$ cat src/rtl/perf_counter_unit.sv
module perf_counter_unit #(
  parameter int NUM_EVT = 4
) (
  input  logic               clk,
  input  logic               rst_n,
  input  logic               priv,
  input  logic [3:0]         acc_addr,
  input  logic               acc_wr,
  input  logic               acc_rd,
  input  logic [31:0]        acc_wdata,
  output logic [31:0]        acc_rdata,
  output logic               acc_err,
  input  logic [NUM_EVT-1:0] evt_pulse
);
  localparam logic [3:0]  A_CTRL = 4'd0;
  localparam logic [3:0]  A_ENS  = 4'd1;
  localparam logic [3:0]  A_ENC  = 4'd2;
  localparam logic [3:0]  A_OVF  = 4'd3;
  localparam logic [3:0]  A_CYC  = 4'd4;
  localparam int          EVT_BASE = 8;
  localparam logic [31:0] EVT_MASK = (32'h1 << NUM_EVT) - 32'h1;
  localparam logic [31:0] ALL_MASK = EVT_MASK | 32'h8000_0000;

  logic        run_q, uen_q;
  logic [31:0] en_q, ovf_q, cyc_q;
  logic [31:0] evt_q [NUM_EVT];
  logic [31:0] wrap_vec;

  logic access_ok, wr_ok, cyc_wr, cyc_inc;
  assign access_ok = priv | uen_q;
  assign acc_err   = (acc_wr | acc_rd) & ~access_ok;
  assign wr_ok     = acc_wr & access_ok;
  assign cyc_wr    = wr_ok && acc_addr == A_CYC;
  assign cyc_inc   = run_q & en_q[31];

  always_ff @(posedge clk) begin
    if (!rst_n) begin
      run_q <= 1'b0;
      uen_q <= 1'b0;
    end else if (wr_ok && acc_addr == A_CTRL) begin
      run_q <= acc_wdata[0];
      uen_q <= acc_wdata[1];
    end
  end

  always_ff @(posedge clk) begin
    if (!rst_n)
      en_q <= '0;
    else if (wr_ok && acc_addr == A_ENS)
      en_q <= en_q | (acc_wdata & ALL_MASK);
    else if (wr_ok && acc_addr == A_ENC)
      en_q <= en_q & ~(acc_wdata & ALL_MASK);
  end

  always_ff @(posedge clk) begin
    if (!rst_n)
      cyc_q <= '0;
    else if (cyc_wr)
      cyc_q <= acc_wdata;
    else if (cyc_inc)
      cyc_q <= cyc_q + 32'd1;
  end

  always_comb begin
    wrap_vec = '0;
    wrap_vec[31] = cyc_inc && !cyc_wr && cyc_q == 32'hFFFF_FFFF;
    for (int i = 0; i < NUM_EVT; i++) begin
      wrap_vec[i] = run_q && en_q[i] && evt_pulse[i] &&
                    !(wr_ok && acc_addr == 4'(EVT_BASE + i)) &&
                    evt_q[i] == 32'hFFFF_FFFF;
    end
  end

  for (genvar g = 0; g < NUM_EVT; g++) begin : g_evt
    logic hit_wr, hit_inc;
    assign hit_wr  = wr_ok && acc_addr == 4'(EVT_BASE + g);
    assign hit_inc = run_q & en_q[g] & evt_pulse[g];
    always_ff @(posedge clk) begin
      if (!rst_n)
        evt_q[g] <= '0;
      else if (hit_wr)
        evt_q[g] <= acc_wdata;
      else if (hit_inc)
        evt_q[g] <= evt_q[g] + 32'd1;
    end
  end

  logic [31:0] ovf_clr;
  assign ovf_clr = (wr_ok && acc_addr == A_OVF) ? (acc_wdata & ALL_MASK) : '0;

  always_ff @(posedge clk) begin
    if (!rst_n)
      ovf_q <= '0;
    else
      ovf_q <= (ovf_q & ~ovf_clr) | wrap_vec;
  end

  always_comb begin
    acc_rdata = '0;
    if (acc_rd && access_ok) begin
      case (acc_addr)
        A_CTRL:        acc_rdata = {30'b0, uen_q, run_q};
        A_ENS, A_ENC:  acc_rdata = en_q;
        A_OVF:         acc_rdata = ovf_q;
        A_CYC:         acc_rdata = cyc_q;
        default: begin
          for (int i = 0; i < NUM_EVT; i++)
            if (acc_addr == 4'(EVT_BASE + i)) acc_rdata = evt_q[i];
        end
      endcase
    end
  end
endmodule

$ cat config.mk
export PLATFORM = sky130hd
export DESIGN_NAME = perf_counter_unit
export DESIGN_NICKNAME = d
export VERILOG_FILES = /design/src/rtl/perf_counter_unit.sv
export SDC_FILE = /design/constraint.sdc
export NUM_CORES = 1
export LEC_CHECK = 0
export BUFFER_PORTS_ARGS = -buffer_cell sky130_fd_sc_hd__buf_4
export CORE_MARGIN = 2
export CORE_UTILIZATION = 53
export DETAILED_ROUTE_END_ITERATION = 6
export PLACE_DENSITY = 0.71
export SLEW_MARGIN = 20
export SYNTH_ARGS = -nofsm -noshare
export SYNTH_HDL_FRONTEND = slang
export SYNTH_SLANG_ARGS = --single-unit
$ cat constraint.sdc
create_clock -name clk -period 3.9 [get_ports clk]
set_input_delay 1.17 -clock clk [delete_from_list [all_inputs] [get_ports clk]]
set_output_delay 1.17 -clock clk [all_outputs]
set_load 0.05 [all_outputs]
Word-level counts from Yosys, hierarchy flattened
Memory sizes are Yosys's and may differ from the RTL's.
Cells that the tools add are included.

cells by class
  add/subtract/negate cells = 5
  eq/ne operators = 13
  mux-type cells = 48
  bitwise operators = 28
  reductions and logical operators = 37

operator list
  kind                                                  number
  two-way mux 32 bit                                    18
  adder 32 x 1 -> 32 bit (second input constant)        5
  equality test 32 bit (second input constant)          5
  case mux 32 bit (4 select lines)                      1
  AND 32 bit                                            2
  NOT 32 bit                                            2
  OR 32 bit                                             2
  two-way mux 1 bit                                     29
  logical AND 1 bit                                     28
  equality test 4 bit (second input constant)           4
  AND 1 bit                                             11
  OR 1 bit                                              10
  equality test 4 x 2 -> 1 bit (second input constant)  2
  logical NOT 1 bit                                     5
  equality test 4 x 1 -> 1 bit (second input constant)  1
  equality test 4 x 3 -> 1 bit (second input constant)  1
  logical NOT 4 bit                                     1
  nonzero test 2 bit                                    2
  OR reduction 2 bit                                    1
  NOT 1 bit                                             1

word-level totals
  bits in registers = 98
  RAM bits = 128
  logic and storage cells = 137
  memories = 1

memories
  name   words  width  read ports  clocked after memory_dff  wr ports  line  source
  evt_q  4      32     4           0                         4         26    logic [31:0] evt_q [NUM_EVT];

Logic depth before layout (Yosys ltp)
Gate-level depths: netlist (run 1).

  depth in word-level cells = 8
  depth in mapped cells = 7

Worst setup path before layout (run 1)
No wires, ideal clock.

  kind = input-to-output
  from = input port acc_addr[1]
  to = output port acc_rdata[10]
  arrival time = 2.981 ns
  setup slack = -0.251 ns
  cell stages on the path = 6
  buffers on the path = 3
  path through = buf_2 -> buf_1 -> o21ai_1 -> clkbuf_1 -> a22oi_1 -> nor2_1

between the ends
  longest elaborated chain between the ends = 7
  elaborated cells on any way between the ends = 16

RTL lines
  what                                  line  source
  from (decl)                           7     input logic [3:0] acc_addr,
  equality test 4 bit                   108   if (acc_addr == 4'(EVT_BASE + i)) acc_rdata = evt_q[i];
  two-way mux 32 bit (4 in series)      108
  case mux 32 bit (4 select lines) (*)  101   case (acc_addr)
  two-way mux 32 bit (*)                100   if (acc_rd && access_ok) begin
  to (decl)                             11    output logic [31:0] acc_rdata,

Every way passes the cells marked *; elsewhere a longest branch is shown, timed or not.

Worst setup path in the final report (run 1)
  from = input port acc_addr[1]
  to = output port acc_rdata[12]

The elaborated chain is that of the path after synthesis.

==> results of run 1 <==
## how the worst max path moves through the flow
stage               endpoint  slack [ps]  depth (start not counted)
2_1_floorplan  acc_rdata[10]          40                          7
3_3_place_gp   acc_rdata[30]           6                          7
3_5_place_dp    acc_rdata[9]          10                          9
4_1_cts         acc_rdata[4]           5                          9
5_1_grt        acc_rdata[14]         -30                          8
6_report       acc_rdata[12]         -10                          8
## cells by family (layout without fill, tap and decap cells)
group	count (synthesis)	count (layout)
adders and majority gates	5	5
AOI/OAI and AO/OA	358	358
other	0	1
and+or+nand+nor	517	517
buffers and inverters	99	164
muxes	34	34
DFF	172	172
xor gates and xnor gates	151	151
## worst max-delay path, cell delays in order
cell,delay (ps)
buf_4,150
nor2b_1,230
buf_12,220
a2bb2oi_1,110
o21ai_0,420
a22oi_2,130
nor2_4,90
buf_4,190
## state kept, by name (all words and copies together) (netlist names), named ones only
signal,cells
evt_q,128
cyc_q,32
ovf_q,5
run_q,1
uen_q,1
## stage by stage
stage	hold slack (ps)	power [uW]	instance area (sq um)
after floorplan	432	2530	11800
after global placement	446	2790	12900
after detailed placement	452	2800	12900
after CTS	459	4530	13500
after global routing	478	4690	13500
final	468	4560	13500
## where the power goes
group	internal [uW]	switching [uW]	leakage [uW]
Clock	1000	764	0.000294
Sequential	2050	122	0.00158
Combinational	235	387	0.00252
Total	3280	1270	0.00439
## area by class of cell
type / count / area, sq um
multi-input cells: 1065 / 6760
flip-flops and latches: 172 / 4720
repair buffers: 116 / 1030
clock inverters: 7 / 43.8
diodes: 1 / 2.50
fillers: 1882 / 8150
inverters: 16 / 60.1
clock buffers: 25 / 561
well taps: 280 / 350
## metal layers
layer	vias to the layer above	share of wire, %
met5	-	0
met3	110	9.7
met1	5198	42
met4	0	4.2
met2	550	44
li1	4992	-
## cell usage in the layout (no fill, tap or decap), types with 3 or more instances in the layout
cell type,Yosys,routed
nand2_1,191,191
o21ai_0,183,171
edfxtp_1,128,128
buf_4,0,103
xor2_1,86,86
nand3_1,76,76
xnor2_1,65,65
a21oi_1,56,55
nor2_1,78,52
dfxtp_1,44,44
nand4_1,40,40
and3_1,28,28
o21ai_1,16,27
mux2i_1,28,25
a2bb2oi_1,26,24
nor3_1,25,23
a22oi_1,29,21
nor2_4,0,21
clkbuf_16,0,21
a211oi_1,20,20
and4_1,18,18
inv_1,15,15
buf_12,0,13
nor4_1,10,10
o22ai_1,9,9
nand2b_1,8,8
a22oi_2,0,8
nor4_2,9,8
or3_1,6,6
o21a_1,6,6
a21boi_0,6,6
nor4_4,5,6
nor2b_1,5,5
nor2_2,0,5
mux2_2,5,5
and2_1,5,5
ha_1,5,5
nor3_2,2,4
mux2i_2,0,3
==> results.sh, run 1 <==
export IMPL_hold_depth=2
export IMPL_ios=78
export IMPL_antenna_found_initial=0
export IMPL_finalClockSkew_ps=9.77
export IMPL_syn_to_final_growth_pct=16.6
export IMPL_syn_inst=1336
export IMPL_ys_ff_latch=172
export IMPL_ant_nets=0
export IMPL_initial_core_util_pct=53.5
export IMPL_htree_levels=4
export IMPL_finalSetupTns_ps=-13.3
export IMPL_period_needed_ps=3910
export IMPL_gp_congestion=0.924
export IMPL_coreArea_sq_mm=0.0217
export IMPL_synth_fa_ha_area_share_pct=0.539
export IMPL_cts_tree="done"
export IMPL_dp_cells=1649
export IMPL_setup_viol=1
export IMPL_die_h_um=152
export IMPL_r2r_cells=6
export IMPL_synth_compound_area_share_pct=17.9
export IMPL_reg2reg_from="evt_q[1][0]"
export IMPL_grt_start_max_net_pins=61
export IMPL_r2r_end="evt_q[1][24]"
export IMPL_cts_num_sinks=172
export IMPL_grt_first_pass_wirelength_mm=58.2
export IMPL_place_ws_ps=12.5
export IMPL_grtUsageTotal_pct=32.2
export IMPL_status="finished with violations"
export IMPL_clk_latency_ps=440
export IMPL_cts_inserted_buffers=17
export IMPL_clock_path_buffers=2
export IMPL_yosys_warnings=0
export IMPL_synthFlopType="edfxtp_1"
export IMPL_syn_nets=1386
export IMPL_die_area_sq_mm=0.0231
export IMPL_synth_seq_area_share_pct=40.7
export IMPL_cellPowerDensity_mw_per_mm2=337
export IMPL_r2r_setup_slack_ps=1560
export IMPL_clk_pin_slew_worst_paths_ps=60
export IMPL_grt_pass1_vias=10223
export IMPL_ys_top_cells_by_count="nand2_1, o21ai_0, edfxtp_1"
export IMPL_hold_start="ovf_q[1]"
export IMPL_gr_total_overflow=0
export IMPL_cts_setup_buffers=0
export IMPL_synth_top_area_share_pct=33.1
export IMPL_synthArstFlopShare_pct=0
export IMPL_relSlewSlack_pct=37.9
export IMPL_required_ps=2730
export IMPL_gr_usage_met1_pct=45.7
export IMPL_vias=10850
export IMPL_finalCoreUtilization_pct=62.4
export IMPL_yosysUniqueCellTypes=51
export IMPL_portBuffers=77
export IMPL_grt_busiest_layer="met2"
export IMPL_synth_top_family_by_area="simple AND/OR/NAND/NOR gates"
export IMPL_wl_mm=37.6
export IMPL_holdBufCountCts=0
export IMPL_min_to="ovf_q[1]"
export IMPL_rows=54
export IMPL_peakVddDrop_mv=0.286
export IMPL_cp_arrival_ps=2740
export IMPL_hold_viol_final=0
export IMPL_hpwl_mm=27.1
export IMPL_leakagePower_uw=0.00439
export IMPL_cts_resized=0
export IMPL_worstSetupPathType="in2out"
export IMPL_end_kind="output pin"
export IMPL_crit_path_start="acc_addr[1]"
export IMPL_use_met3_pct=5.68
export IMPL_cap_violations=0
export IMPL_avgViaCountPerCell=6.45
export IMPL_instances_no_fill=1682
export IMPL_drive_above_1_share_pct=15.6
export IMPL_rsz0062_at_grt="yes"
export IMPL_synthSimpleGateAreaFrac_pct=23.0
export IMPL_grt_util_met2_pct=48.2
export IMPL_syn_avg_cell_area_sq_um=8.69
export IMPL_hold_class="reg2reg"
export IMPL_drtIter0Drc=1211
export IMPL_firstDrtPassIters=7
export IMPL_synth_most_common_cell="nand2_1"
export IMPL_die_w_um=152
export IMPL_drc_errors=0
export IMPL_setup_slack_ps=-13.3
export IMPL_clockRootBuffer="clkbuf_16"
export IMPL_wl_per_cell_um=22.4
export IMPL_violations="negative setup slack"
export IMPL_fin_crit_sh_pct=100
export IMPL_worst_pin_slew_ps=925
export IMPL_synth_edf_count=128
export IMPL_fmax_ghz=0.256
export IMPL_synth_xor_area_share_pct=11.4
export IMPL_nets=1438
export IMPL_synth_area_leaders="edfxtp_1, o21ai_0, dfxtp_1, xor2_1, nand2_1"
export IMPL_synth_area_mux_share_pct=3.09
export IMPL_synth_top_area_cell="edfxtp_1"
export IMPL_cp_start_kind="input port"
export IMPL_slew_viol_final=0
export IMPL_netlist_area_sq_mm=0.0116
export IMPL_crit_fanout=27
Power figures use the tool's default switching activity.
==> inputs of run 2 (changes only) <==
Settings changed: CELL_PAD_IN_SITES_DETAIL_PLACEMENT set to 1, CELL_PAD_IN_SITES_GLOBAL_PLACEMENT set to 1, CORE_MARGIN 2 to 1, CORE_UTILIZATION 53 to 47, PLACE_DENSITY 0.71 to unset, PLACE_DENSITY_LB_ADDON set to 0.1.
==> run 2 against run 1 <==
Effect of this change: the run still ends with negative setup slack left; register-to-register slack got worse by 110 ps; cell count rose by 4.3%; die area rose by 9.6%; sequential share of layout area fell by 0.71 points; clock power rose by 5%; maximum frequency rose by 0.29%; critical path depth did not move; worst hold slack improved by 8.1 ps.
==> results.sh, run 2 (same netlist as run 1, synthesis figures left out) <==
export IMPL_wl_per_cell_um=24.6
export IMPL_crit_fanout=24
export IMPL_r2r_cells=5
export IMPL_initial_core_util_pct=47.9
export IMPL_firstDrtPassIters=6
export IMPL_grt_first_pass_wirelength_mm=67.6
export IMPL_gr_total_overflow=0
export IMPL_ios=78
export IMPL_internal_power_uw=3320
export IMPL_antenna_found_initial=0
export IMPL_power_total_uw=4680
export IMPL_cp_start_kind="input port"
export IMPL_largest_register="evt_q"
export IMPL_grt_start_max_net_pins=46
export IMPL_grt_pass1_vias=11335
export IMPL_die_w_um=159
export IMPL_rows=57
export IMPL_leakagePower_uw=0.00453
export IMPL_status="finished with violations"
export IMPL_final_common_cell="nand2_1"
export IMPL_period_needed_ps=3900
export IMPL_finalSetupTns_ps=-1.80
export IMPL_cellPowerDensity_mw_per_mm2=339
export IMPL_top_regs="evt_q (128), cyc_q (32), ovf_q (5)"
export IMPL_grtUsageTotal_pct=34.7
export IMPL_final_cell_mix="nand2_1, o21ai_0, buf_4"
export IMPL_gp_congestion=0.903
export IMPL_cp_arrival_ps=2730
export IMPL_cts_inserted_buffers=17
export IMPL_cts_setup_buffers=0
export IMPL_power_share_combinational_pct=14.0
export IMPL_drc_errors=0
export IMPL_syn_to_final_growth_pct=19.0
export IMPL_relSlewSlack_pct=41.7
export IMPL_cts_tree="done"
export IMPL_switching_share_pct=29.1
export IMPL_die_h_um=159
export IMPL_fmax_ghz=0.256
export IMPL_worstSetupPathType="in2out"
export IMPL_holdBufCountCts=0
export IMPL_wl_mm=43.2
export IMPL_hold_viol_final=0
export IMPL_clock_path_buffers=2
export IMPL_clk_pin_slew_worst_paths_ps=70
export IMPL_nets=1467
export IMPL_clockRootBuffer="clkbuf_16"
export IMPL_largest_reg_flops=128
export IMPL_cts_num_sinks=172
export IMPL_htree_levels=4
export IMPL_setup_slack_ps=-1.80
export IMPL_setup_viol=1
export IMPL_slew_viol_final=0
export IMPL_end_kind="output pin"
export IMPL_portBuffers=77
export IMPL_ant_nets=0
export IMPL_diodes=0
export IMPL_violations="negative setup slack"
export IMPL_hpwl_mm=31.1
export IMPL_timing_hold_ws_ps=476
export IMPL_avgViaCountPerCell=6.39
export IMPL_rsz0062_at_grt="yes"
export IMPL_place_ws_ps=-103
export IMPL_peakVddDrop_mv=0.206
export IMPL_die_area_sq_mm=0.0253
export IMPL_vias=11201
export IMPL_coreArea_sq_mm=0.0242
export IMPL_cap_violations=0
export IMPL_hold_depth=2
export IMPL_pwr_share_seq_pct=46.5
export IMPL_required_ps=2730
export IMPL_p_sw_uw=1360
export IMPL_finalClockSkew_ps=13.7
export IMPL_hold_class="reg2reg"
export IMPL_finalCoreUtilization_pct=57.0
export IMPL_fin_crit_sh_pct=100
export IMPL_drive_above_1_share_pct=17.6
export IMPL_clk_latency_ps=450
export IMPL_drtIter0Drc=1154
export IMPL_power_frac_clock_pct=39.5
export IMPL_fillers=2834
export IMPL_worst_pin_slew_ps=867
run 2: power by group through the flow:
stage / Sequential (uW) / Combinational [uW] / Clock [uW]
6_report: 2180 / 656 / 1850
2_1_floorplan: 2160 / 371 / 0
3_5_place_dp: 2210 / 629 / 0
3_3_place_gp: 2210 / 616 / 0
4_1_cts: 2170 / 635 / 1850
5_1_grt: 2190 / 692 / 1920
run 2: worst max-delay path: stages:
cell	delay, ps
buf_8	140
nor2b_1	260
buf_12	220
a2bb2oi_1	110
o21ai_0	380
a22oi_2	140
nor2_4	100
buf_4	190
run 2: metrics by stage:
stage               instance area, sq um  cells
finish                             13800   1754
global route                       13800   1754
CTS                                13700   1754
detailed placement                 13100   1722
global placement                   13100   1722
floorplan                          11800   1336
run 2: cell type report:
cell class	instances	area, sq um	share of cell area [%]
clock inverter	14	180	1.30
multi-input combinational	1065	6780	49.1
sequential	172	4720	34.2
timing repair buffer	145	1240	8.96
clock buffer	18	429	3.11
tap	324	405	2.93
inverter	16	60.1	0.435
run 2: metal layers:
metal / GRT usage (%) / up-vias / wire length, um
met4: 11.0 / 0 / 1070
met1: 48.7 / 5601 / 18600
met2: 55.0 / 463 / 20100
li1: - / 5054 / -
met5: 0 / - / 0
met3: 5.16 / 83 / 3420
run 2: final timing paths:
check	startpoint	endpoint	slack (ps)
max	acc_addr[1]	acc_rdata[22]	-2
max reg2reg	evt_q[0][12]	ovf_q[0]	1450
min reg2reg	ovf_q[1]	ovf_q[1]	480
min	ovf_q[1]	ovf_q[1]	480
run 2: repair_timing:
action                                  4_1_cts  5_1_grt
gates resized for setup                       4       18
pin swaps                                     0        2
endpoints found under the setup margin       16       22
==> inputs of run 3 (changes only) <==
Settings changed: ABC_AREA set to 1, CORE_UTILIZATION 47 to 44.
Clock period 3.9 ns to 3.7 ns, I/O delays scaled along.
==> run 3 against run 2 <==
Effect of this change: the run still ends with negative setup slack left; first-iteration DRC count grew 60%; non-clock buffer count shrank 32; global-route usage grew 8.1 points.
==> results.sh, run 3 <==
export IMPL_status="finished with violations"
export IMPL_violations="negative setup slack"
export IMPL_r2r_end="evt_q[0][45]"
export IMPL_htree_levels=4
export IMPL_ios=78
export IMPL_gp_congestion=1.07
export IMPL_top_regs="evt_q (128), cyc_q (32), ovf_q (5)"
export IMPL_grt_start_max_net_pins=33
export IMPL_drtIter0Drc=1848
export IMPL_hold_depth=2
export IMPL_worstSetupPathType="in2out"
export IMPL_avgViaCountPerCell=6.07
export IMPL_yosysUniqueCellTypes=40
export IMPL_holdBufCountCts=0
export IMPL_synthFlopType="edfxtp_1"
export IMPL_hold_viol_final=0
export IMPL_synth_edf_count=128
export IMPL_syn_inst=2073
export IMPL_final_area_sq_mm=0.0152
export IMPL_pwr_share_seq_pct=47.3
export IMPL_finalClockSkew_ps=12.6
export IMPL_period_needed_ps=3710
export IMPL_wl_mm=65.6
export IMPL_end_kind="output pin"
export IMPL_cp_start_kind="input port"
export IMPL_place_ws_ps=-43.9
export IMPL_synth_top_area_cell="edfxtp_1"
export IMPL_syn_nets=2123
export IMPL_cts_num_sinks=172
export IMPL_min_to="ovf_q[31]"
export IMPL_portBuffers=77
export IMPL_hold_class="reg2reg"
export IMPL_synth_seq_area_share_pct=35.7
export IMPL_grt_pass1_vias=15151
export IMPL_internal_power_uw=3280
export IMPL_clk_latency_ps=470
export IMPL_fillers=4053
export IMPL_slew_viol_final=0
export IMPL_syn_to_final_growth_pct=14.5
export IMPL_required_ps=2590
export IMPL_crit_fanout=29
export IMPL_place_area_sq_mm=0.0145
export IMPL_power_share_combinational_pct=12.4
export IMPL_synth_top_area_share_pct=29.0
export IMPL_setup_slack_ps=-10.4
export IMPL_vias=15516
export IMPL_die_w_um=176
export IMPL_die_area_sq_mm=0.0308
export IMPL_largest_reg_flops=128
export IMPL_final_common_cell="nand2_1"
export IMPL_cap_violations=0
export IMPL_grtUsageTotal_pct=42.8
export IMPL_switching_share_pct=30.6
export IMPL_gr_total_overflow=0
export IMPL_largest_register="evt_q"
export IMPL_fin_crit_sh_pct=100
export IMPL_firstDrtPassIters=5
export IMPL_drive_above_1_share_pct=10.6
export IMPL_ant_nets=0
export IMPL_finalCoreUtilization_pct=51.2
export IMPL_rows=63
export IMPL_peakVddDrop_mv=0.349
export IMPL_initial_core_util_pct=44.7
export IMPL_clockRootBuffer="clkbuf_16"
export IMPL_grt_first_pass_wirelength_mm=95.8
export IMPL_nets=2203
export IMPL_synth_area_leaders="edfxtp_1, nand2_1, inv_1, nor2_1, dfxtp_1"
export IMPL_netlist_area_sq_mm=0.0133
export IMPL_ys_ff_latch=172
export IMPL_cts_setup_buffers=0
export IMPL_drc_errors=0
export IMPL_p_sw_uw=1440
export IMPL_fmax_ghz=0.270
export IMPL_final_cell_mix="nand2_1, inv_1, nor2_1"
export IMPL_cts_resized=2
export IMPL_relSlewSlack_pct=36.8
export IMPL_cts_inserted_buffers=17
export IMPL_setup_viol=1
export IMPL_yosys_warnings=0
export IMPL_leakagePower_uw=0.00590
export IMPL_hpwl_mm=51.0
export IMPL_power_frac_clock_pct=40.2
export IMPL_cellPowerDensity_mw_per_mm2=311
export IMPL_worst_pin_slew_ps=947
export IMPL_antenna_found_initial=2
export IMPL_cp_arrival_ps=2600
export IMPL_reg2reg_from="uen_q"
export IMPL_wl_per_cell_um=25.7
export IMPL_synth_most_common_cell="nand2_1"
export IMPL_clock_path_buffers=2
export IMPL_hold_start="ovf_q[31]"
export IMPL_syn_avg_cell_area_sq_um=6.39
export IMPL_die_h_um=176
export IMPL_cts_tree="done"
export IMPL_clk_pin_slew_worst_paths_ps=80
export IMPL_r2r_setup_slack_ps=1270
export IMPL_r2r_cells=8
export IMPL_coreArea_sq_mm=0.0296
export IMPL_ys_top_cells_by_count="nand2_1, inv_1, nor2_1"
export IMPL_crit_path_start="acc_addr[2]"
export IMPL_synthArstFlopShare_pct=0
-- run 3: how the worst max path moves through the flow --
stage / end / slack [ps] / cells past startpoint
global route: acc_rdata[31] / -0.9 / 10
finish: acc_rdata[31] / -10 / 10
floorplan: acc_rdata[15] / 5 / 6
CTS: acc_rdata[1] / 40 / 10
global placement: acc_rdata[15] / 20 / 9
detailed placement: acc_rdata[15] / -40 / 9
-- run 3: per-stage QoR --
step | std cells | setup TNS, ps | total power [uW] | hold slack (ps)
CTS | 2556 | 0 | 4680 | 506
global placement | 2524 | 0 | 2820 | 475
finish | 2557 | -10.4 | 4720 | 507
floorplan | 2073 | 0 | 2510 | 454
detailed placement | 2524 | -70.3 | 2830 | 493
global route | 2556 | -0.892 | 4790 | 524
-- run 3: critical path, cell delays in order --
cell,delay [ps]
buf_4,140
inv_1,50
nand2_1,100
nor2_2,200
inv_2,60
buf_12,160
o22ai_1,300
nor3_1,110
nor2_2,150
buf_4,210
-- run 3: metal layers --
metal	global-route usage (%)	vias up	wire length, um
met5	0	-	0
met4	28.7	0	4920
met3	10.0	231	6630
met2	63.9	805	27900
met1	55.0	7528	26100
li1	-	6952	-
-- run 3: layout make-up --
cell class / count / area [sq um] / area share [%]
clock inverter: 14 / 146 / 0.965
sequential: 172 / 4720 / 31.2
clock buffer: 18 / 429 / 2.83
tap: 390 / 488 / 3.22
antenna: 1 / 2.50 / 0.0165
timing repair buffer: 113 / 935 / 6.16
multi-input combinational: 1581 / 7440 / 49.0
inverter: 268 / 1010 / 6.63
-- run 3: cell families after synthesis --
group / synth area share (%)
fa+ha+maj: 0.472
simple gates: 36.4
buf+inv: 9.49
xor+xnor: 3.04
flops: 35.7
compound gates: 15.0
-- run 3: power by group through the flow --
stage / combinational [uW] / sequential (uW) / clock [uW]
finish: 587 / 2230 / 1900
global route: 607 / 2240 / 1940
CTS: 563 / 2230 / 1890
detailed placement: 559 / 2270 / 0
global placement: 552 / 2270 / 0
floorplan: 293 / 2220 / 0
